==> config.mk <==
export PLATFORM = sky130hd
export DESIGN_NAME = cis_cmd_intake
export DESIGN_NICKNAME = d
export VERILOG_FILES = /design/src/rtl/cis_pkg.sv /design/src/rtl/cis_desc_regs.sv /design/src/rtl/cis_check.sv /design/src/rtl/cis_fsm.sv /design/src/rtl/cis_cmd_intake.sv
export SDC_FILE = /design/constraint.sdc
export NUM_CORES = 1
export LEC_CHECK = 0
export CAP_MARGIN = 20
export CORE_MARGIN = 2
export CORE_UTILIZATION = 55
export CTS_CLUSTER_DIAMETER = 60
export DETAILED_ROUTE_END_ITERATION = 8
export DONT_BUFFER_PORTS = 1
export HOLD_SLACK_MARGIN = 0.06
export PLACE_DENSITY = 0.76
export SETUP_SLACK_MARGIN = 0.4
export SLEW_MARGIN = 20
export SYNTH_ARGS = -nofsm -noshare
export SYNTH_HDL_FRONTEND = slang
export SYNTH_SLANG_ARGS = --single-unit
==> constraint.sdc <==
create_clock -name clk -period 2 [get_ports clk]
set_input_delay 0.3 -clock clk [delete_from_list [all_inputs] [get_ports clk]]
set_output_delay 0.3 -clock clk [all_outputs]
set_load 0.05 [all_outputs]
==> src/rtl/cis_pkg.sv <==
package cis_pkg;
  typedef enum logic [1:0] {
    ST_IDLE = 2'd0,
    ST_WAIT = 2'd1,
    ST_ERR  = 2'd2
  } cis_state_e;

  localparam int ERR_W     = 3;
  localparam int ERR_INVAL = 0;
  localparam int ERR_PROTO = 1;
  localparam int ERR_REJ   = 2;
endpackage

==> src/rtl/cis_desc_regs.sv <==
module cis_desc_regs #(
  parameter int CTL_W = 32,
  parameter int UID_W = 16,
  parameter int LEN_W = 16
) (
  input  logic             clk,
  input  logic             rst,
  input  logic             clr,
  input  logic             ctl_we,
  input  logic [CTL_W-1:0] ctl_d,
  input  logic             uid_we,
  input  logic [UID_W-1:0] uid_d,
  input  logic             len_we,
  input  logic [LEN_W-1:0] len_d,
  output logic [CTL_W-1:0] ctl_q,
  output logic [UID_W-1:0] uid_q,
  output logic [LEN_W-1:0] len_q,
  output logic             ctl_seen
);
  always_ff @(posedge clk) begin
    if (rst || clr) begin
      ctl_q    <= '0;
      uid_q    <= '0;
      len_q    <= '0;
      ctl_seen <= 1'b0;
    end else begin
      if (ctl_we) begin
        ctl_q    <= ctl_d;
        ctl_seen <= 1'b1;
      end
      if (uid_we) uid_q <= uid_d;
      if (len_we) len_q <= len_d;
    end
  end

  // a clear leaves no trace of the previous packet
  a_r7_clear_flag: assert property (@(posedge clk) disable iff (rst)
    clr |=> (!ctl_seen && uid_q == '0 && len_q == '0));
  // without a write enable the stored fields hold
  a_r8_hold_fields: assert property (@(posedge clk) disable iff (rst)
    (!clr && !ctl_we && !len_we) |=> ($stable(ctl_q) && $stable(len_q)));
endmodule

==> src/rtl/cis_check.sv <==
module cis_check #(
  parameter int LEN_W   = 16,
  parameter int MAX_LEN = 2048
) (
  input  logic             ctl_seen,
  input  logic [LEN_W-1:0] len,
  output logic             desc_ok
);
  localparam logic [LEN_W:0] MAX_EXT = (LEN_W+1)'(MAX_LEN);

  always_comb begin
    desc_ok = ctl_seen && (len != '0) && ({1'b0, len} <= MAX_EXT);
  end
endmodule

==> src/rtl/cis_fsm.sv <==
module cis_fsm
  import cis_pkg::*;
#(
  parameter int CNT_W = 8
) (
  input  logic             clk,
  input  logic             rst,
  input  logic             any_desc_wr,
  input  logic             cnt_wr,
  input  logic [CNT_W-1:0] cnt_wdata,
  input  logic             sa_rdy_wr,
  input  logic             stat_wr,
  input  logic [ERR_W-1:0] stat_wdata,
  input  logic             desc_ok,
  output logic             desc_accept,
  output logic             desc_clr,
  output logic             launch,
  output logic             waiting_sa,
  output logic [ERR_W-1:0] err_flags
);
  localparam logic [CNT_W-1:0] COMMIT_VAL = CNT_W'(1);

  cis_state_e st_q, st_d;
  logic idle_cnt, commit_good, commit_bad, cnt_badval, sa_bad, exit_err, reject;
  logic [ERR_W-1:0] err_set, err_clr;

  always_comb begin
    idle_cnt    = (st_q == ST_IDLE) && cnt_wr;
    commit_good = idle_cnt && (cnt_wdata == COMMIT_VAL) && desc_ok;
    commit_bad  = idle_cnt && (cnt_wdata == COMMIT_VAL) && !desc_ok;
    cnt_badval  = idle_cnt && (cnt_wdata != COMMIT_VAL);
    launch      = (st_q == ST_WAIT) && sa_rdy_wr;
    sa_bad      = (st_q != ST_WAIT) && sa_rdy_wr;
    exit_err    = (st_q == ST_ERR) && stat_wr && stat_wdata[ERR_INVAL];
    desc_accept = (st_q == ST_IDLE) && !cnt_wr;
    reject      = (any_desc_wr && !desc_accept) || (cnt_wr && st_q != ST_IDLE);
    desc_clr    = launch || exit_err;

    err_set            = '0;
    err_set[ERR_INVAL] = commit_bad;
    err_set[ERR_PROTO] = cnt_badval || sa_bad;
    err_set[ERR_REJ]   = reject;
    err_clr            = stat_wr ? stat_wdata : '0;

    st_d = st_q;
    unique case (st_q)
      ST_IDLE: if (commit_good) st_d = ST_WAIT;
               else if (commit_bad) st_d = ST_ERR;
      ST_WAIT: if (launch) st_d = ST_IDLE;
      ST_ERR:  if (exit_err) st_d = ST_IDLE;
      default: st_d = ST_IDLE;
    endcase
  end

  always_ff @(posedge clk) begin
    if (rst) st_q <= ST_IDLE;
    else     st_q <= st_d;
  end

  assign waiting_sa = (st_q == ST_WAIT);

  for (genvar i = 0; i < ERR_W; i++) begin : g_err
    always_ff @(posedge clk) begin
      if (rst)             err_flags[i] <= 1'b0;
      else if (err_set[i]) err_flags[i] <= 1'b1;
      else if (err_clr[i]) err_flags[i] <= 1'b0;
    end
  end

  a_r3_bad_commit: assert property (@(posedge clk) disable iff (rst)
    commit_bad |=> (err_flags[ERR_INVAL] && !waiting_sa));
  a_r4_bad_count: assert property (@(posedge clk) disable iff (rst)
    cnt_badval |=> (err_flags[ERR_PROTO] && st_q == ST_IDLE));
  a_r5_wait_after_commit: assert property (@(posedge clk) disable iff (rst)
    commit_good |=> waiting_sa);
  a_r8_reject_flag: assert property (@(posedge clk) disable iff (rst)
    (any_desc_wr && st_q != ST_IDLE) |=> err_flags[ERR_REJ]);
  a_r9_stray_ready: assert property (@(posedge clk) disable iff (rst)
    sa_bad |=> err_flags[ERR_PROTO]);
  a_r10_err_state_flag: assert property (@(posedge clk) disable iff (rst)
    (st_q == ST_ERR) |-> err_flags[ERR_INVAL]);
endmodule

==> src/rtl/cis_cmd_intake.sv <==
module cis_cmd_intake
  import cis_pkg::*;
#(
  parameter int CTL_W   = 32,
  parameter int UID_W   = 16,
  parameter int LEN_W   = 16,
  parameter int CNT_W   = 8,
  parameter int MAX_LEN = 2048
) (
  input  logic             clk,
  input  logic             rst,
  input  logic             ctl_wr,
  input  logic [CTL_W-1:0] ctl_wdata,
  input  logic             uid_wr,
  input  logic [UID_W-1:0] uid_wdata,
  input  logic             len_wr,
  input  logic [LEN_W-1:0] len_wdata,
  input  logic             cnt_wr,
  input  logic [CNT_W-1:0] cnt_wdata,
  input  logic             sa_rdy_wr,
  input  logic             stat_wr,
  input  logic [2:0]       stat_wdata,
  output logic             start,
  output logic [CTL_W-1:0] start_ctl,
  output logic [UID_W-1:0] start_uid,
  output logic [LEN_W-1:0] start_len,
  output logic             waiting_sa,
  output logic [2:0]       err_flags
);
  logic desc_accept, desc_clr, launch, desc_ok, ctl_seen;
  logic [CTL_W-1:0] ctl_q;
  logic [UID_W-1:0] uid_q;
  logic [LEN_W-1:0] len_q;

  cis_desc_regs #(.CTL_W(CTL_W), .UID_W(UID_W), .LEN_W(LEN_W)) u_regs (
    .clk(clk), .rst(rst), .clr(desc_clr),
    .ctl_we(ctl_wr && desc_accept), .ctl_d(ctl_wdata),
    .uid_we(uid_wr && desc_accept), .uid_d(uid_wdata),
    .len_we(len_wr && desc_accept), .len_d(len_wdata),
    .ctl_q(ctl_q), .uid_q(uid_q), .len_q(len_q), .ctl_seen(ctl_seen)
  );

  cis_check #(.LEN_W(LEN_W), .MAX_LEN(MAX_LEN)) u_check (
    .ctl_seen(ctl_seen), .len(len_q), .desc_ok(desc_ok)
  );

  cis_fsm #(.CNT_W(CNT_W)) u_fsm (
    .clk(clk), .rst(rst),
    .any_desc_wr(ctl_wr || uid_wr || len_wr),
    .cnt_wr(cnt_wr), .cnt_wdata(cnt_wdata),
    .sa_rdy_wr(sa_rdy_wr), .stat_wr(stat_wr), .stat_wdata(stat_wdata),
    .desc_ok(desc_ok), .desc_accept(desc_accept), .desc_clr(desc_clr),
    .launch(launch), .waiting_sa(waiting_sa), .err_flags(err_flags)
  );

  always_ff @(posedge clk) begin
    if (rst) begin
      start     <= 1'b0;
      start_ctl <= '0;
      start_uid <= '0;
      start_len <= '0;
    end else begin
      start <= launch;
      if (launch) begin
        start_ctl <= ctl_q;
        start_uid <= uid_q;
        start_len <= len_q;
      end
    end
  end

  // the start pulse lasts one cycle and the wait is over when it rises
  a_r6_single_start: assert property (@(posedge clk) disable iff (rst)
    start |=> !start);
  a_r6_launch_pulse: assert property (@(posedge clk) disable iff (rst)
    (waiting_sa && sa_rdy_wr) |=> (start && !waiting_sa));
endmodule

== Word-level counts from Yosys, hierarchy flattened ==
Index checks and enable logic that the tools add are counted.

* Flip-flop bits (word level): 135
* Bits of input ports: 83
* Output and inout port bits: 69

* Order comparisons: 1
* Eq/ne operators: 8
* Multiplexer cells: 12
* Reductions and logical operators: 33

{| class="wikitable"
|+ Operators with widths
! cell !! count
|-
| $logic_and 1x1->1 || 17
|-
| $le 16x12->1 const B || 1
|-
| $reduce_bool 16->1 || 1
|-
| $eq 8x1->1 const B || 1
|-
| $mux 2 || 4
|-
| $ne 8x1->1 const B || 1
|-
| $reduce_bool 2->1 || 4
|-
| $logic_or 1x1->1 || 6
|-
| $mux 1 || 6
|-
| $ne 2x1->1 const B || 3
|-
| $pmux 2 s3 || 1
|-
| $logic_not 1->1 || 3
|-
| $mux 3 || 1
|-
| $ne 3x1->1 const B || 1
|-
| $reduce_and 3->1 || 1
|-
| $eq 2x1->1 const B || 1
|-
| $eq 2x2->1 const B || 1
|-
| $logic_not 2->1 || 1
|}

== Logic depth before layout (Yosys ltp) ==
* Depth after elaboration: 8
* Mapped depth: 7
* Depth with buffers taken out: 5

== Cells and area by module ==
A second synthesis with hierarchy kept.

* Cells, all modules: 463
* Area total of the unflattened synthesis: 5,002.3 µm²

{| class="wikitable"
|+ By module, submodules not included
! module !! instances !! cells an instance !! area an instance (µm²) !! seq. area each (µm²)
|-
| cis_cmd_intake || 1 || 212 || 2,336.0 || 1,301.2
|-
| cis_desc_regs || 1 || 211 || 2,331.0 || 1,301.2
|-
| cis_fsm || 1 || 32 || 264.0 || 100.1
|-
| cis_check || 1 || 8 || 71.3 || 0.0
|}

== Least setup slack after synthesis ==
No wires, ideal clock.

* Kind: reg-to-reg
* Start point: reg u_fsm.st_q[1]
* End point: reg u_regs.ctl_q[0]
* Setup time: 132 ps
* Data arrival time: 1,669 ps
* Data required time: 1,868 ps
* Setup slack: 199 ps
* Cell stages (with the launch flop): 8
* Buffers on the path: 2
* Clock period less this slack: 1,801 ps
* Cells stage by stage: dfxtp_1 -> nand2b_1 -> inv_1 -> a21oi_1 -> nand2_1 -> clkbuf_1 -> buf_1 -> a21oi_1

{| class="wikitable"
|+ RTL lines
! what !! line !! source
|-
| from (decl) || cis_fsm.sv:23 || <nowiki>cis_state_e st_q, st_d;</nowiki>
|-
| from (signal assigned) || cis_fsm.sv:57 || <nowiki>else st_q <= st_d;</nowiki>
|-
| $eq 2x1->1 || - ||
|-
| net waiting_sa || cis_cmd_intake.sv:27 || <nowiki>output logic waiting_sa,</nowiki>
|-
| $logic_and 1x1->1 || cis_fsm.sv:32 || <nowiki>launch = (st_q == ST_WAIT) && sa_rdy_wr;</nowiki>
|-
| $logic_or 1x1->1 || cis_fsm.sv:37 || <nowiki>desc_clr = launch || exit_err;</nowiki>
|-
| $logic_or 1x1->1 || cis_desc_regs.sv:21 || <nowiki>if (rst || clr) begin</nowiki>
|-
| to (signal assigned) || cis_desc_regs.sv:28 || <nowiki>ctl_q <= ctl_d;</nowiki>
|-
| to (decl) || cis_desc_regs.sv:15 || <nowiki>output logic [CTL_W-1:0] ctl_q,</nowiki>
|}

The timed path passes the listed nets, and every way through them passes these cells.
A chain may end at the register's enable or synchronous reset.

== Worst setup path after layout ==
* Start point: reg u_regs.len_q[0]
* End point: reg u_fsm.st_q[1]

* Longest elaborated chain between the ends: 7

{| class="wikitable"
|+ Ends and longest elaborated chain
! what !! line !! source
|-
| from (decl) || cis_desc_regs.sv:17 || <nowiki>output logic [LEN_W-1:0] len_q,</nowiki>
|-
| from (signal assigned) || cis_desc_regs.sv:32 || <nowiki>if (len_we) len_q <= len_d;</nowiki>
|-
| parallel branches: the longest is 2 deep, another holds $le 16x12->1 || - ||
|-
| $logic_and 1x1->1 (*) || cis_check.sv:12 || <nowiki>desc_ok = ctl_seen && (len != '0) && ({1'b0, len} <= MAX_EXT);</nowiki>
|-
| $logic_not 1->1 || cis_fsm.sv:30 || <nowiki>commit_bad = idle_cnt && (cnt_wdata == COMMIT_VAL) && !desc_ok;</nowiki>
|-
| $logic_and 1x1->1 || cis_fsm.sv:30 ||
|-
| $ne 3x1->1 (no source line) || - ||
|-
| $reduce_and 3->1 (no source line) || - ||
|}

Mark *: on every way between the ends.

==> flow_summary.ini <==
[status]
status = finished clean

[setup_path]
crit_path_frequent_cell = or4_4
critPathMaxStageDelay_ns = 0.54
cp_num_buf_inv = 0
cp_slowest_cell = or4_4
worstPathRequired_ns = 2.43
cp-start-kind = flop
cp-end-kind = flop
arrival_ns = 2.14
path_delay_family = simple AND/OR/NAND/NOR gates
worst-setup-path-type = reg -> reg
critPathMaxFanout = 2
crit_path_cell_trace = or4_4 -> or4_4 -> a31oi_4 -> a31o_1

[global_routing]
grt_overflow = 0
gr-usage-all-layers = 0.2735
grt_start_max_net_pins = 41
grt_pass1_vias = 3820
grt_pass1_wl_mm = 18.71
grt_antenna_before_repair = 0

[die]
die_w_um = 94.08
start_util = 0.5716
num_rows = 32
design.core.area_um2 = 7807
io_pins = 152
die_y_um = 94.08
dieArea_um2 = 8851

[flow_run]
drv_cap = 0

[routing]
totalWireLength_mm = 11.84
drc = 0
antenna_left = 0
drt_iter0_drc = 161
firstDrtPassIters = 4
via_per_inst = 5.726
dr_total_vias = 3739
drt-wirelength-per-cell_um = 18.13

[sta]
setup_tns_ns = 0
setup_viol = 0
fmax_mhz = 584.6
rsz0062_at_grt = yes
fin_ws_ns = 0.2895
fin_crit_sh = 0.8552
hold_violations = 0
fin_hold_ws_ns = 0.08732
max_slew_margin = 0.6221
drv_slew = 0
clock_skew_ns = 0.004460
period_minus_slack_ns = 1.710
worstMarginPinSlew_ns = 0.5661

[power_and_ir_drop]
powerDensity_nw_per_um2 = 1053
p_sw_uw = 1399
p_total_uw = 6271
clock_power_share = 0.496
p_leak_uw = 0.002275
power_frac_seq = 0.447
peakVddDrop_mv = 0.6535
p_sw_frac = 0.2232
p_int_uw = 4872
comb_power_share = 0.057

[final_layout]
nets = 621
drive_gt1_frac = 0.1143
nFillCells = 505
final_cell_mix = nand2_1 (135), dfxtp_1 (130), dlygate4sd3_1 (69), a21oi_1 (67), a22o_1 (63)
area_delta_synth_final_pct = 33.39
layout_commonest_cell = nand2_1
fin_util = 0.7625
num_antenna_cells = 0

[synth]
synth_top_cell_by_area = dfxtp_1
ys_top_cells_by_area = dfxtp_1 (61%), a22o_1 (12%), nand2_1 (11%), a21oi_1 (7.6%), clkbuf_1 (1.7%)
yosysUniqueCellTypes = 28
syn_inst = 470
ys_seq_elements = 135
netlist.area_leader.share = 0.6056
syn_nets = 553
syn_area_um2 = 4463
ys_seq_area_frac = 0.6056
avgSynthCellArea_um2 = 9.496
ys.warnings.count = 0

[clocking]
clockRootBuffer = clkbuf_8
clk_pin_slew_ns = 0.06
clockBufferDepth = 2
cts_num_sinks = 135
clk_latency_ns = 0.49
tritoncts = done
htreeDepth = 4
numCtsBuffers = 17

[place]
place_ws_ns = 0.2839
place_congestion = 0.8521
place.port_buffers = 0
hpwlAfterDp_mm = 6.654

[min_path]
min_path_type = in -> reg
-- timing repair --
item                                   CTS  global route
setup endpoints to repair               48            45
setup buffers                            1             0
gates resized for setup                  3             5
hold buffers                            69             0
pin swaps                                1             0
endpoints found under the hold margin   68             0
-- state kept, by name, indices dropped and copies added, names as in the netlist, 2 cells and up --
| name | flops |
|---|---|
| start_ctl | 32 |
| start_len | 16 |
| start_uid | 16 |
| u_fsm.err_flags | 3 |
| u_fsm.st_q | 2 |
| u_regs.ctl_q | 32 |
| u_regs.len_q | 16 |
| u_regs.uid_q | 16 |
-- layout make-up --
class                   count  area [um^2]  share of cell area
clock buffers              18        427.9             0.07188
clock inverters            14        175.2             0.02942
inverters                   3        15.01            0.002522
multi-input cells         298         1672              0.2808
flip-flops and latches    135         2711              0.4554
well taps                 102        127.6             0.02144
repair buffers             83        824.5              0.1385
-- synth_stat cells (all sizes together) --
| master | n |
|---|---|
| a21o | 1 |
| a21oi | 68 |
| a22o | 64 |
| a22oi | 1 |
| a31o | 1 |
| a31oi | 1 |
| and2 | 4 |
| buf | 14 |
| clkbuf | 20 |
| dfxtp | 135 |
| inv | 3 |
| maj3 | 1 |
| nand2 | 136 |
| nand2b | 1 |
| nand3 | 3 |
| nand4 | 1 |
| nor2 | 3 |
| nor3 | 2 |
| nor3b | 1 |
| nor4 | 2 |
| nor4b | 2 |
| o31ai | 1 |
| o32ai | 1 |
| or3 | 1 |
| or4 | 3 |
-- worst paths after layout --
path                                               startpoint                               to  slack (ns)  depth (start not counted)
worst min-delay path                            stat_wdata[0]  u_fsm.err_flags[0]$_SDFFE_PP0P_        0.09                          2
worst min register to register  u_regs.ctl_q[19]$_SDFFE_PP0P_    u_regs.ctl_q[19]$_SDFFE_PP0P_        0.45                          2
worst max register to register   u_regs.len_q[0]$_SDFFE_PP0P_       u_fsm.st_q[1]$_SDFFE_PP0P_        0.29                          4
worst max-delay path             u_regs.len_q[0]$_SDFFE_PP0P_       u_fsm.st_q[1]$_SDFFE_PP0P_        0.29                          4
-- routing by layer --
metal  global-route usage  up-vias  wire length [um]
met5                    0        -                 0
met3              0.07945       16               786
met1               0.3064     1811              4761
met2               0.4833      141              6097
met4               0.1135        0               190
li1                     -     1771                 -
-- metrics by stage --
stage                     cells  cell area, um^2
after floorplan             470             4516
after global placement      551             4634
after detailed placement    551             4634
after CTS                   653             5943
after global routing        653             5953
final                       653             5953
-- power by group through the flow --
stage                     Combinational (uW)  Clock [uW]  Sequential [uW]
final                                    356        3110             2800
after CTS                                345        3140             2800
after global placement                   222           0             2860
after detailed placement                 229           0             2860
after floorplan                          177           0             2850
after global routing                     391        3280             2810
-- cells by family (layout without fill, tap and decap cells) --
| group | after synthesis | after routing | share of synthesized area |
|---|---|---|---|
| buffers and inverters | 37 | 118 | 0.03224 |
| DFF | 135 | 135 | 0.6056 |
| adders and majority gates | 1 | 1 | 0.002243 |
| AOI/OAI and AO/OA | 138 | 138 | 0.2125 |
| and+or+nand+nor | 159 | 159 | 0.1475 |
(Power assumes the default switching activity.)
